<file path="config.mk">
export PLATFORM = sky130hd
export DESIGN_NAME = owire_slot_gen
export DESIGN_NICKNAME = d
export VERILOG_FILES = /design/src/rtl/owire_pkg.sv /design/src/rtl/owire_sync.sv /design/src/rtl/owire_phase_timer.sv /design/src/rtl/owire_slot_gen.sv
export SDC_FILE = /design/constraint.sdc
export NUM_CORES = 1
export LEC_CHECK = 0
export ABC_CLOCK_PERIOD_IN_PS = 6680
export BUFFER_PORTS_ARGS = -buffer_cell sky130_fd_sc_hd__buf_2
export CORE_MARGIN = 2
export CORE_UTILIZATION = 60
export CTS_BUF_LIST = sky130_fd_sc_hd__clkbuf_8
export CTS_CLUSTER_DIAMETER = 150
export CTS_CLUSTER_SIZE = 30
export DETAILED_ROUTE_END_ITERATION = 8
export PLACE_DENSITY_LB_ADDON = 0.3
export RECOVER_POWER = 25
export SYNTH_ARGS = -nofsm -noshare
export SYNTH_HDL_FRONTEND = slang
export SYNTH_SLANG_ARGS = --single-unit
export TNS_END_PERCENT = 5
</file>
<file path="constraint.sdc">
create_clock -name clk -period 6.68 [get_ports clk]
set_input_delay 0.668 -clock clk [delete_from_list [all_inputs] [get_ports clk]]
set_output_delay 0.668 -clock clk [all_outputs]
set_load 0.02 [all_outputs]
</file>
<file path="src/rtl/owire_pkg.sv">
package owire_pkg;

    typedef enum logic [1:0] {
        CMD_RESET = 2'b00,
        CMD_WRITE = 2'b01,
        CMD_READ  = 2'b10,
        CMD_TOUCH = 2'b11
    } cmd_e;

    typedef enum logic [1:0] {
        SLOT_RST,
        SLOT_W0,
        SLOT_W1,
        SLOT_RD
    } slot_e;

    typedef enum logic [1:0] {
        PH_IDLE,
        PH_LOW,
        PH_REL1,
        PH_REL2
    } phase_e;

    // Touch with 1 is a read; touch with 0 is a write-0.
    function automatic slot_e resolve_slot(cmd_e c, logic b);
        case (c)
            CMD_RESET: return SLOT_RST;
            CMD_WRITE: return b ? SLOT_W1 : SLOT_W0;
            CMD_READ:  return SLOT_RD;
            default:   return b ? SLOT_RD : SLOT_W0;
        endcase
    endfunction

endpackage

</file>
<file path="src/rtl/owire_sync.sv">
module owire_sync #(
    parameter int STAGES = 2
) (
    input  logic clk,
    input  logic rst_n,
    input  logic d,
    output logic q
);
    logic [STAGES-1:0] sh_q;

    // The line idles released (high), so the stages reset to 1.
    always_ff @(posedge clk or negedge rst_n) begin
        if (!rst_n) sh_q <= '1;
        else        sh_q <= {sh_q[STAGES-2:0], d};
    end

    assign q = sh_q[STAGES-1];
endmodule

</file>
<file path="src/rtl/owire_phase_timer.sv">
module owire_phase_timer #(
    parameter int CNT_W = 13
) (
    input  logic             clk,
    input  logic             rst_n,
    input  logic             tick,
    input  logic             load,
    input  logic [CNT_W-1:0] load_val,
    output logic             expire
);
    logic [CNT_W-1:0] cnt_d, cnt_q;

    assign expire = tick && (cnt_q == CNT_W'(1));

    always_comb begin
        cnt_d = cnt_q;
        if (load)                     cnt_d = load_val;
        else if (tick && cnt_q != '0) cnt_d = cnt_q - CNT_W'(1);
    end

    always_ff @(posedge clk or negedge rst_n) begin
        if (!rst_n) cnt_q <= '0;
        else        cnt_q <= cnt_d;
    end
endmodule

</file>
<file path="src/rtl/owire_slot_gen.sv">
module owire_slot_gen
    import owire_pkg::*;
#(
    parameter int COEF_W       = 4,
    parameter int SYNC_STAGES  = 2,
    parameter int SHORT_LOW_US = 6,
    parameter int LONG_LOW_US  = 60,
    parameter int W1_REL_US    = 64,
    parameter int W0_REL_US    = 10,
    parameter int RD_SAMPLE_US = 9,
    parameter int RD_TAIL_US   = 55,
    parameter int RST_LOW_US   = 500,
    parameter int RST_SAMPLE_US = 70,
    parameter int RST_RECOV_US = 430
) (
    input  logic              clk,
    input  logic              rst_n,
    input  logic              us_tick,
    input  logic              start,
    input  logic [1:0]        cmd,
    input  logic              wr_bit,
    input  logic [COEF_W-1:0] coef,
    input  logic              bus_in,
    output logic              bus_drive_low,
    output logic              busy,
    output logic              done,
    output logic              rd_bit,
    output logic              presence
);
    function automatic int max2(int a, int b);
        return (a > b) ? a : b;
    endfunction

    localparam int LONGEST = max2(max2(max2(RST_LOW_US, RST_RECOV_US), max2(W1_REL_US, LONG_LOW_US)),
                                  max2(max2(RST_SAMPLE_US, RD_TAIL_US), max2(W0_REL_US, SHORT_LOW_US)));
    localparam int CNT_W = $clog2(LONGEST * ((1 << COEF_W) - 1) + 1);

    typedef struct packed {
        phase_e            phase;
        slot_e             slot;
        logic [COEF_W-1:0] k;
        logic              drive;
        logic              done;
        logic              rd_bit;
        logic              presence;
    } st_t;

    st_t              st_d, st_q;
    logic             lvl;
    logic             expire;
    logic             tload;
    logic [CNT_W-1:0] tval;
    slot_e            new_slot;
    logic [COEF_W-1:0] new_k;

    function automatic int low_us(slot_e s);
        case (s)
            SLOT_RST: return RST_LOW_US;
            SLOT_W0:  return LONG_LOW_US;
            default:  return SHORT_LOW_US;
        endcase
    endfunction

    function automatic int rel1_us(slot_e s);
        case (s)
            SLOT_RST: return RST_SAMPLE_US;
            SLOT_W0:  return W0_REL_US;
            SLOT_W1:  return W1_REL_US;
            default:  return RD_SAMPLE_US;
        endcase
    endfunction

    function automatic int rel2_us(slot_e s);
        case (s)
            SLOT_RST: return RST_RECOV_US;
            SLOT_RD:  return RD_TAIL_US;
            default:  return 0;
        endcase
    endfunction

    function automatic logic [CNT_W-1:0] scale(int us, logic [COEF_W-1:0] k);
        return CNT_W'(us) * CNT_W'(k);
    endfunction

    owire_sync #(.STAGES(SYNC_STAGES)) u_sync (
        .clk   (clk),
        .rst_n (rst_n),
        .d     (bus_in),
        .q     (lvl)
    );

    owire_phase_timer #(.CNT_W(CNT_W)) u_timer (
        .clk      (clk),
        .rst_n    (rst_n),
        .tick     (us_tick),
        .load     (tload),
        .load_val (tval),
        .expire   (expire)
    );

    always_comb begin
        st_d      = st_q;
        st_d.done = 1'b0;
        tload     = 1'b0;
        tval      = '0;
        new_slot  = resolve_slot(cmd_e'(cmd), wr_bit);
        new_k     = (coef == '0) ? COEF_W'(1) : coef;
        case (st_q.phase)
            PH_IDLE: begin
                if (start) begin
                    st_d.slot  = new_slot;
                    st_d.k     = new_k;
                    st_d.phase = PH_LOW;
                    st_d.drive = 1'b1;
                    tload      = 1'b1;
                    tval       = scale(low_us(new_slot), new_k);
                end
            end
            PH_LOW: begin
                if (expire) begin
                    st_d.phase = PH_REL1;
                    st_d.drive = 1'b0;
                    tload      = 1'b1;
                    tval       = scale(rel1_us(st_q.slot), st_q.k);
                end
            end
            PH_REL1: begin
                if (expire) begin
                    if (st_q.slot == SLOT_RST)     st_d.presence = ~lvl;
                    else if (st_q.slot == SLOT_RD) st_d.rd_bit   = lvl;
                    else                           st_d.rd_bit   = 1'b0;
                    if (rel2_us(st_q.slot) != 0) begin
                        st_d.phase = PH_REL2;
                        tload      = 1'b1;
                        tval       = scale(rel2_us(st_q.slot), st_q.k);
                    end else begin
                        st_d.phase = PH_IDLE;
                        st_d.done  = 1'b1;
                    end
                end
            end
            default: begin
                if (expire) begin
                    st_d.phase = PH_IDLE;
                    st_d.done  = 1'b1;
                end
            end
        endcase
    end

    always_ff @(posedge clk or negedge rst_n) begin
        if (!rst_n) begin
            st_q.phase    <= PH_IDLE;
            st_q.slot     <= SLOT_RST;
            st_q.k        <= COEF_W'(1);
            st_q.drive    <= 1'b0;
            st_q.done     <= 1'b0;
            st_q.rd_bit   <= 1'b0;
            st_q.presence <= 1'b0;
        end else begin
            st_q <= st_d;
        end
    end

    assign bus_drive_low = st_q.drive;
    assign busy          = (st_q.phase != PH_IDLE);
    assign done          = st_q.done;
    assign rd_bit        = st_q.rd_bit;
    assign presence      = st_q.presence;
endmodule

</file>
==> results.md, run 1 <==
* Die width at 84.2 um
* Failing checks: capacitance limit
* Antenna cells at 0
* Setup ws final at 2.48 ns
* Input/output buffers at 16
* Final core utilization at 64.4%
* Post-DP HPWL at 7360 um
* Status: finished, violations left
* Routed via count at 3203
* Die height at between 80 and 90 um
* Least-Margin Pin Slew at 1.49 ns
* CTS hold repair buffers at 0
* Post-Place Worst Slack at between 2 and 2.5 ns
* Initial antenna violation count at 0
* Worst hold start: u_sync.sh_q[0]
* P_leak at ~2.1 nW
* Vias in the first global route at 3267
* RR Startpoint: st_q[8]
* First-pass GRT wire length at 15300 um
* Tcrit/Tclk final at 62.8%
* First-pass iteration count of the detailed router at 7
* Final Wtd Congestion at 0.896
* Synth Instances at 447
* Avg Inst Size Synth at between 8 and 9 um2
* Critical R2R Capture: u_timer.cnt_q[12]
* Setup Skew at 0.00993 ns
* Syn. warnings at 0
* Unrepaired setup endpoints after global routing: no
* GRT Total Usage at 26.4%
* DRC Markers at 0
* Dpl cells at 530
* Max-cap violations at 1
* Routed wire length per instance at 16.7 um
* Synthesized area at 0.00386 mm2
* Via density at 6.00
* Worst hold slack at 0.367 ns
* Final min period at 4.20 ns
* Fillers at 531
* Fmax at 238 MHz
* Crit start category: flip-flop
* Post_cts resized at 0
* Crit-path max FO at 11
* Num Clock Sinks at 27
* Die area at 0.00710 mm2
* Req. time, crit path at 6.83 ns
* # IOs at 17
* Peak VDD IR at 0.271 mV
* Reg-to-reg setup timing slack at 2.48 ns
* CTS clk-pin slew, worst paths at 0.11 ns
* Initial DRC count at 317
* CTS tree: yes
* Non-Filler Instances at 534
* Power consumption at roughly 1.7 mW
* Post-synthesis async set-or-reset flop share at between 90% and 100%
* Root Buffer: clkbuf_8
* Worst slew margin at less than 1%
* Final instance area at 0.00404 mm2
* Total negative slack at 0 ns
* Seq cells post-synth at 27
* H-tree depth at 1
* Largest net degree at the start of global routing at 28
* GRT overflow at 0
* Clk_lat worst skew at about 0.28 ns
* Hold Crit Depth at 0
* Post-detailed-route count of antenna-violating nets at 0
* CP endpoint kind: flip-flop
* Pwr Density at about 410 mW/mm2
* Sequential fraction of the synthesis area at 17.6%
* Syn nets at between 500 and 600
* Critical path class: reg2reg
* CTS max path bufs at 2
* Total wire length at 8900 um
* Final Max Tran Viols at 0
* FP Rows at 29
* Fin nets at 554
* Endpoints failing hold at 0
* Worst hold endpoint: u_sync.sh_q[1]
* Hold crit path type: reg2reg
* Top_reg_cell synth: dfrtp_1
* CTS buffer count at 3
* Core area at 0.00628 mm2
* WP data arrival at 4.35 ns
* FF-to-FF path depth at 12
* Initial core utilization at 61.6%
* Placed Area at 0.00399 mm2
* Layout cells sized above 1 at 7.66%
* Synth cell types at 56
* Final setup viols at 0
* Postcts setup bufs at 0
* Area Overhead vs Synth at 4.60%
* EDFF count, synth at 0
[routing by layer]
metal	vias to the layer above	routed length, um	track usage, %
li1	1551	-	-
met1	1494	4030	37.4
met2	140	4020	42.2
met3	18	614	4.23
met4	0	235	6.89
met5	-	0	0
[registers in the layout, summed over array words and instances (netlist names)]
signal         cells
rd_bit             1
done               1
u_timer.cnt_q     13
u_sync.sh_q        2
st_q               8
bus_drive_low      1
presence           1
[cell type report]
cell class	count	area (um2)	area share, %
clock buffers	3	41.3	1.02
clock inverters	1	7.51	0.186
inverters	61	229	5.67
multi-input cells	349	2910	72.0
flip-flops and latches	27	679	16.8
well taps	77	96.3	2.38
repair buffers	16	78.8	1.95
[cells in the mapped netlist (all sizes together), types with 4 or more instances]
cell | count | area share, %
o211ai | 4 | 0.78
inv | 61 | 5.9
xor2 | 10 | 2.3
clkbuf | 8 | 0.78
nor2b | 8 | 1.3
ha | 56 | 18
a211oi | 7 | 1.4
nand2b | 6 | 0.97
nor3 | 13 | 1.8
fa | 28 | 15
nor4 | 4 | 1.4
a21oi | 24 | 3.2
a21o | 8 | 1.6
o21ai | 24 | 3.2
a22oi | 5 | 0.97
dfrtp | 24 | 16
nand3 | 7 | 0.91
and2 | 18 | 2.9
o22ai | 4 | 0.81
xnor2 | 20 | 4.5
nor2 | 23 | 2.2
nand2 | 42 | 4.1
[worst max path at each step]
stage | from | end | depth (start not counted)
4_1_cts | st_q[8] | u_timer.cnt_q[12] | 12
2_1_floorplan | cmd[0] | u_timer.cnt_q[10] | 13
3_5_place_dp | cmd[1] | u_timer.cnt_q[10] | 15
6_report | st_q[8] | u_timer.cnt_q[12] | 12
3_3_place_gp | cmd[1] | u_timer.cnt_q[10] | 15
5_1_grt | cmd[1] | u_timer.cnt_q[10] | 15
[power by group]
| group | switching [mW] | internal, mW | total [mW] |
|---|---|---|---|
| sequential | 0.106 | 0.226 | 0.332 |
| combinational | 0.719 | 0.500 | 1.22 |
| clock | 0.0588 | 0.0425 | 0.101 |
| total | 0.883 | 0.768 | 1.65 |
[placed cells by master (no fill, tap or decap), types with 4 or more instances in the layout]
cell	n
xor2_1	10
a21oi_1	23
dfrtp_1	24
a211oi_1	7
buf_2	15
a21o_1	8
nor3_1	12
nor2b_1	8
nor2_1	23
fa_1	28
o211ai_1	4
a22oi_1	5
o21ai_0	19
nand3_1	7
xnor2_1	20
inv_1	61
nand2b_1	6
nand2_1	42
ha_1	56
o21ai_1	4
and2_1	18
[worst max-delay path, cell delays in order, from the launching register on]
cell and delay [ns]:
dfrtp_1 0.54, inv_1 0.13, ha_1 0.43, nor2b_1 0.30, fa_1 0.49, fa_1 0.53, fa_1 0.49, a21oi_1 0.24
o2111ai_1 0.19, nand4_1 0.15, a21oi_1 0.07, o21ai_0 0.35, o211ai_1 0.15
[kinds of logic (layout without fill, tap and decap cells)]
logic type      count (synthesis)  after routing  synth area share, %
xor+xnor                       30             30                 6.80
mux                             2              2                0.518
flops                          27             27                 17.6
compound gates                 97             97                 16.7
buf+inv                        71             81                 7.12
simple gates                  136            136                 18.6
fa+ha+maj                      84             84                 32.6
No activity file was read; power rests on OpenSTA's default activity.
==> run 2, diff against run 1 <==
ABC_AREA = 1   (was unset)
ABC_CLOCK_PERIOD_IN_PS = 3700   (was 6680)
CORE_UTILIZATION = 59   (was 60)
clock period = 3.7 ns   (was 6.68 ns; I/O delays follow)
==> run 2 against run 1 <==
Effect of this change: fmax is 21% higher; utilization is essentially flat; clock power up 81%; critical endpoint is now u_timer.cnt_q[11]; via count grew 29%; clock-buffer cell count did not move; flip-flop and latch count did not move; worst hold slack worse by 0.20 ns; clock skew rose by 0.0069 ns; the run now ends clean; area after synthesis grew 13%; critical path depth up 5.
==> results.md, run 2 <==
* Status: finished, final reports clean
* Area Overhead vs Synth at 6.64%
* CTS buffer count at 3 (unchanged)
* FF-to-FF path depth at 17 (+5)
* Post-DP HPWL at 8940 um (+22%)
* Tcrit/Tclk final at 93.9% (+31 points)
* Peak VDD IR at 0.217 mV (-20%)
* Multi-input gate area at 0.00316 mm2 (+8.6%)
* Postcts setup bufs at 0 (unchanged)
* P_leak at 2.76 nW (+33%)
* Hold Crit Depth at 1 (+1)
* First-pass GRT wire length at 18400 um (+20%)
* Max reg flops at 13 (unchanged)
* CTS max path bufs at 2 (unchanged)
* Die height at 89.9 um (+6.7%)
* Crit-path max FO at 5 (-6)
* Synthesized area at 0.00435 mm2 (+13%)
* Total wire length at 10500 um (+18%)
* Antenna cells at 0 (unchanged)
* CP Cell Sequence: inv_1 -> ha_2 -> nor2_2 -> fa_1 -> inv_1 -> fa_1 -> inv_1 -> ha_1 -> a21oi_1 -> nand2_1 -> nand2_1 -> nand3_1 -> nand2_1 -> nand3_1 -> nand3_1 -> nand2_1 -> inv_1
* Endpoints failing hold at 0 (unchanged)
* Critical Path Slowest Stage Cell: fa_1
* Via density at 5.40 (-10%)
* Total negative slack at 0 ns (unchanged)
* Synth cell types at 37 (-34%)
* Core area at 0.00721 mm2 (+15%)
* Final setup viols at 0 (unchanged)
* Fillers at 662 (+25%)
* Num Clock Sinks at 27 (unchanged)
* Initial core utilization at 60.4% (-1.2 points)
* Initial antenna violation count at 0 (unchanged)
* Setup ws final at 0.225 ns (-2.26 ns)
* Final Max Tran Viols at 0 (unchanged)
* Fin nets at 766 (+38%)
* Synth area leaders: ha_1, nand2_1, dfrtp_1, fa_1, inv_1
* Req. time, crit path at 3.95 ns (-2.88 ns)
* # IOs at 17 (unchanged)
* Largest reg by FF count: u_timer.cnt_q
* CP max stage delay at 0.51 ns (-0.03 ns)
* Post_cts resized at 0 (unchanged)
* Vias in the first global route at 4043 (+24%)
* Critical path class: reg2reg
* Max-cap violations at 0 (-1)
* Commonest non-fill, non-tap cell in the layout: nand2_1
* Crit start category: flip-flop
* Input/output buffers at 16 (unchanged)
* Biggest regs: u_timer.cnt_q x13, st_q x8, u_sync.sh_q x2
* Final min period at 3.47 ns (-0.723 ns)
* Largest net degree at the start of global routing at 28 (unchanged)
* EDFF count, synth at 0 (unchanged)
* CP endpoint kind: flip-flop
* Syn. warnings at 0 (unchanged)
* Hold crit path type: in2reg
* First-pass iteration count of the detailed router at 4 (-3)
* Post-detailed-route count of antenna-violating nets at 0 (unchanged)
* Sequential fraction of the synthesis area at 15.6% (-2.0 points)
* Share of the synthesized area in the top cell type at 16.1% (-2.0 points)
* DRC Markers at 0 (unchanged)
* Die area at 0.00808 mm2 (+14%)
* Fmax at 288 MHz (+21%)
* CTS clk-pin slew, worst paths at 0.11 ns (about the same)
* Final Wtd Congestion at 0.984 (+9.8%)
* Avg Inst Size Synth at 6.70 um2 (-23%)
* Clk_lat worst skew at 0.29 ns (about the same)
* Most frequent cells in the layout: nand2_1, inv_1, nor2_1
* Routed wire length per instance at 13.7 um (-18%)
* Area leader, netlist: ha_1
* Seq cells post-synth at 27 (unchanged)
* Top-count cell post-synth: nand2_1
* Post-synthesis async set-or-reset flop share at 100% (unchanged)
* CTS tree: yes
* GRT overflow at 0 (unchanged)
* Root Buffer: clkbuf_8
* FP Rows at 31 (+6.9%)
* Storage element area at 679 um2 (unchanged)
* Final core utilization at 64.4% (about the same)
* CTS hold repair buffers at 0 (unchanged)
* Routed via count at 4144 (+29%)
* Syn nets at 746 (+37%)
* Unrepaired setup endpoints after global routing: no
* Worst slew margin at 1.52% (+0.77 points)
* Layout cells sized above 1 at 8.82% (+1.2 points)
* Setup Skew at 0.0169 ns (+0.00692 ns)
* H-tree depth at 1 (unchanged)
* Synth cell count leaders: nand2_1, inv_1, nor2_1
* Post-Place Worst Slack at 0.177 ns (-2.09 ns)
* Synth Instances at 650 (+45%)
* WP data arrival at 3.72 ns (-0.63 ns)
* Initial DRC count at 203 (-36%)
* Top_reg_cell synth: dfrtp_1
* Pwr Density at 463 mW/mm2 (+13%)
* Die width at 89.9 um (+6.7%)
* Least-Margin Pin Slew at 1.48 ns (-0.0116 ns)
* GRT Total Usage at 27.3% (+0.94 points)
## run 2: cell count changes after synthesis, moves of 6 or more
cell      change
a211oi_1      -6
a21o_1        -7
and2_1       -18
inv_1        +66
nand2_1     +133
nand2b_1      -6
nand3_1      +46
nand3b_1      +7
nand4_1      +14
nor2_1       +45
nor2b_1       -8
nor3_1       -10
xnor2_1      -17
## run 2: critical path, delay by kind of cell (launching register included)
kind	cells	cell delay, ns
flip-flops	1	0.39
AO/OA/AOI/OAI	1	0.40
AND/OR/NAND/NOR	8	0.75
adder cells (fa/ha/maj)	4	1.64
buffers and inverters	4	0.25
## run 2: power by group
part,switching [mW],internal (mW)
Sequential,0.105,0.388
Combinational,0.931,0.540
Clock,0.106,0.0769
Total,1.14,1.00
## run 2: cell type report
class,instances,share of cell area (%)
inverters,134,10.9
clock inverters,1,0.162
well taps,99,2.67
multi-input cells,482,68.0
flip-flops and latches,27,14.6
repair buffers,22,2.67
clock buffers,3,0.889
## run 2: routing by layer
metal  vias up  share of wire, %  track usage, %  wire length [um]
met2       137                47            47.1              4930
met3        25               5.7            4.44               599
met1      1927                45            36.2              4750
met5         -                 0               0                 0
met4         0               2.5            6.41               259
li1       2055                 -               -                 -
## run 2: path summary, 6_finish.rpt
path / startpoint / end / slack (ns)
max in group asynchronous: rst_n / u_timer.cnt_q[7] / 2.41
max reg2reg: st_q[9] / u_timer.cnt_q[11] / 0.23
min: bus_in / u_sync.sh_q[0] / 0.17
min in group asynchronous: rst_n / presence / 0.41
max: st_q[9] / u_timer.cnt_q[11] / 0.23
min reg2reg: u_sync.sh_q[0] / u_sync.sh_q[1] / 0.37
## run 2: cells by family after synthesis
kind of cell / share of synthesized area (%)
buffers and inverters: 12.5
AND/OR/NAND/NOR: 33.7
AO/OA/AOI/OAI: 6.81
XOR/XNOR: 2.41
flip-flops: 15.6
adder cells (fa/ha/maj): 29.0
## run 2: metrics by stage
stage | std cells | hold slack (ns) | power (mW) | area [um2]
final | 768 | 0.168 | 2.15 | 4640
after global routing | 768 | 0.155 | 2.39 | 4640
after floorplan | 650 | 0.0744 | 1.57 | 4350
after CTS | 768 | 0.0997 | 2.11 | 4620
after detailed placement | 764 | 0.348 | 1.92 | 4570
after global placement | 764 | 0.349 | 1.89 | 4570
==> run 3, diff against run 2 <==
CORE_UTILIZATION = 58   (was 59)
CTS_BUF_LIST = sky130_fd_sc_hd__clkbuf_4 sky130_fd_sc_hd__clkbuf_8 sky130_fd_sc_hd__clkbuf_16   (was sky130_fd_sc_hd__clkbuf_8)
==> run 3 against run 2 <==
Effect of this change: the flow now finishes with violations (capacitance limit, slew limit); utilization is 0.45 points lower; global-route usage is 0.92 points higher; sequential share of layout area hardly changed.
==> results.md, run 3 (synthesis results as in run 2) <==
* Fillers at 700 (+5.7%)
* Routed via count at 4136 (-0.19%)
* Root Buffer: clkbuf_8
* First-pass GRT wire length at 18900 um (+3.1%)
* Initial core utilization at 60.0% (-0.32 points)
* Reg-to-reg setup timing slack at 0.20 ns (-0.03 ns)
* Power consumption at 2.14 mW (-0.25%)
* Least-Margin Pin Slew at 1.57 ns (+0.0927 ns)
* Worst slew margin at -4.66% (-6.2 points)
* Final core utilization at 63.9% (-0.45 points)
* Dpl cells at 765 (+0.13%)
* Crit-path max FO at 6 (+1)
* Most frequent cells in the layout: nand2_1, inv_1, nor2_1
* Routed wire length per instance at 14.3 um (+4.1%)
* GRT Total Usage at 28.2% (+0.92 points)
* Worst hold start: bus_in
* Fmax at 285 MHz (-0.84%)
* P_leak at 2.76 nW (+0.21%)
* Input/output buffers at 16 (unchanged)
* Hold Crit Depth at 1 (unchanged)
* Initial antenna violation count at 0 (unchanged)
* Setup ws final at 0.196 ns (-0.0293 ns)
* Worst hold endpoint: u_sync.sh_q[0]
* Total wire length at 11000 um (+4.2%)
* Antenna cells at 0 (unchanged)
* Pwr Density at 462 mW/mm2 (about the same)
* GRT overflow at 0 (unchanged)
* Fin nets at 767 (+0.13%)
* Status: finished, violations left
* Post-DP HPWL at 9270 um (+3.6%)
* Largest net degree at the start of global routing at 28 (unchanged)
* Commonest non-fill, non-tap cell in the layout: nand2_1
* Tcrit/Tclk final at 94.7% (+0.79 points)
* Req. time, crit path at 3.90 ns (-0.05 ns)
* Clk_lat worst skew at 0.29 ns (about the same)
* Unrepaired setup endpoints after global routing: no
* Die height at 90.6 um (+0.82%)
* Via density at 5.38 (-0.32%)
* Vias in the first global route at 4086 (+1.1%)
* FP Rows at 31 (unchanged)
* Max-cap violations at 1 (+1)
* CTS tree: yes
* CTS max path bufs at 2 (unchanged)
* Biggest regs: u_timer.cnt_q x13, st_q x8, u_sync.sh_q x2
* Final Max Tran Viols at 28 (+28)
* RR Startpoint: st_q[8]
* Critical R2R Capture: u_timer.cnt_q[7]
* Peak VDD IR at 0.229 mV (+5.8%)
* Endpoints failing hold at 0 (unchanged)
* First-pass iteration count of the detailed router at 5 (+1)
* Max reg flops at 13 (unchanged)
* Non-Filler Instances at 769 (+0.13%)
* WP data arrival at 3.70 ns (-0.02 ns)
* Worst hold slack at 0.166 ns (-0.00233 ns)
* Critical path class: reg2reg
* # IOs at 17 (unchanged)
* Largest reg by FF count: u_timer.cnt_q
* Core area at 0.00725 mm2 (+0.54%)
* CTS clk-pin slew, worst paths at 0.11 ns (about the same)
* H-tree depth at 1 (unchanged)
* Initial DRC count at 203 (unchanged)
* Hold crit path type: in2reg
* FF-to-FF path depth at 17 (unchanged)
* Area Overhead vs Synth at 6.47%
* CTS buffer count at 3 (unchanged)
* DRC Markers at 0 (unchanged)
* Post-Place Worst Slack at -0.0919 ns (-0.269 ns)
* Setup Skew at 0.0102 ns (-0.00660 ns)
* Layout cells sized above 1 at 8.66% (-0.16 points)
* Num Clock Sinks at 27 (unchanged)
* Die area at 0.00822 mm2 (+1.7%)
* Die width at 90.6 um (+0.82%)
* Final setup viols at 0 (unchanged)
* Crit start category: flip-flop
* Final Wtd Congestion at 0.977 (-0.75%)
* Post-detailed-route count of antenna-violating nets at 0 (unchanged)
* CP endpoint kind: flip-flop
* Failing checks: capacitance limit, slew limit
* Final min period at 3.50 ns (+0.0293 ns)
==> run 3: changes by cell type in the layout (fill, tap and decap cells not counted) <==
cell    previous run  this run
nor2_2             2         4
ha_1              53        55
buf_4              6         7
nor2_4             4         2
ha_2               3         1
==> run 3: critical path, cell delays in order (launching register included) <==
cell	delay (ns)
dfrtp_1	0.39
inv_1	0.12
ha_2	0.25
nor2_1	0.06
nor2_1	0.19
nand2_1	0.11
fa_1	0.50
inv_1	0.06
fa_1	0.43
ha_1	0.42
a21oi_1	0.12
or2_2	0.30
nand3_1	0.07
nand2_1	0.05
nand3_1	0.12
nand3b_1	0.10
nand2_1	0.07
nand2_1	0.04
==> run 3: per-stage QoR <==
stage	cell area, um2	setup TNS [ns]
after floorplan	4350	0
after global placement	4570	0
after detailed placement	4570	-0.0919
after CTS	4620	0
after global routing	4640	0
final	4640	0
==> run 3: how the worst max path moves through the flow <==
stage | end | cells past startpoint | start
floorplan | u_timer.cnt_q[6] | 15 | st_q[8]
global placement | u_timer.cnt_q[10] | 22 | cmd[0]
detailed placement | u_timer.cnt_q[10] | 22 | cmd[0]
CTS | u_timer.cnt_q[9] | 18 | st_q[8]
global route | u_timer.cnt_q[9] | 16 | st_q[8]
finish | u_timer.cnt_q[7] | 17 | st_q[8]
==> run 3: where the power goes <==
group	switching, mW	internal (mW)	leakage [nW]
registers	0.109	0.388	0.329
clock network	0.108	0.0769	0.0217
logic	0.933	0.527	2.41
==> run 3: cell type report <==
| class | count | area (um2) | area share (%) |
|---|---|---|---|
| well taps | 99 | 124 | 2.67 |
| multi-input cells | 482 | 3140 | 67.8 |
| flip-flops and latches | 27 | 679 | 14.7 |
| repair buffers | 23 | 131 | 2.83 |
| clock buffers | 3 | 41.3 | 0.891 |
| inverters | 134 | 508 | 11.0 |
| clock inverters | 1 | 7.51 | 0.162 |
==> run 3: routing by layer <==
layer | global-route usage, % | vias up | wire length (um)
met5 | 0 | - | 0
met4 | 6.92 | 0 | 187
met3 | 3.34 | 17 | 473
met2 | 49.0 | 111 | 5280
met1 | 37.5 | 1937 | 5040
li1 | - | 2071 | -
==> run 3: repair_timing <==
| action | CTS | global route |
|---|---|---|
| setup endpoints to repair | 0 | 5 |
| setup buffers | 0 | 0 |
| hold buffers | 0 | 0 |
| resized for setup | 0 | 5 |
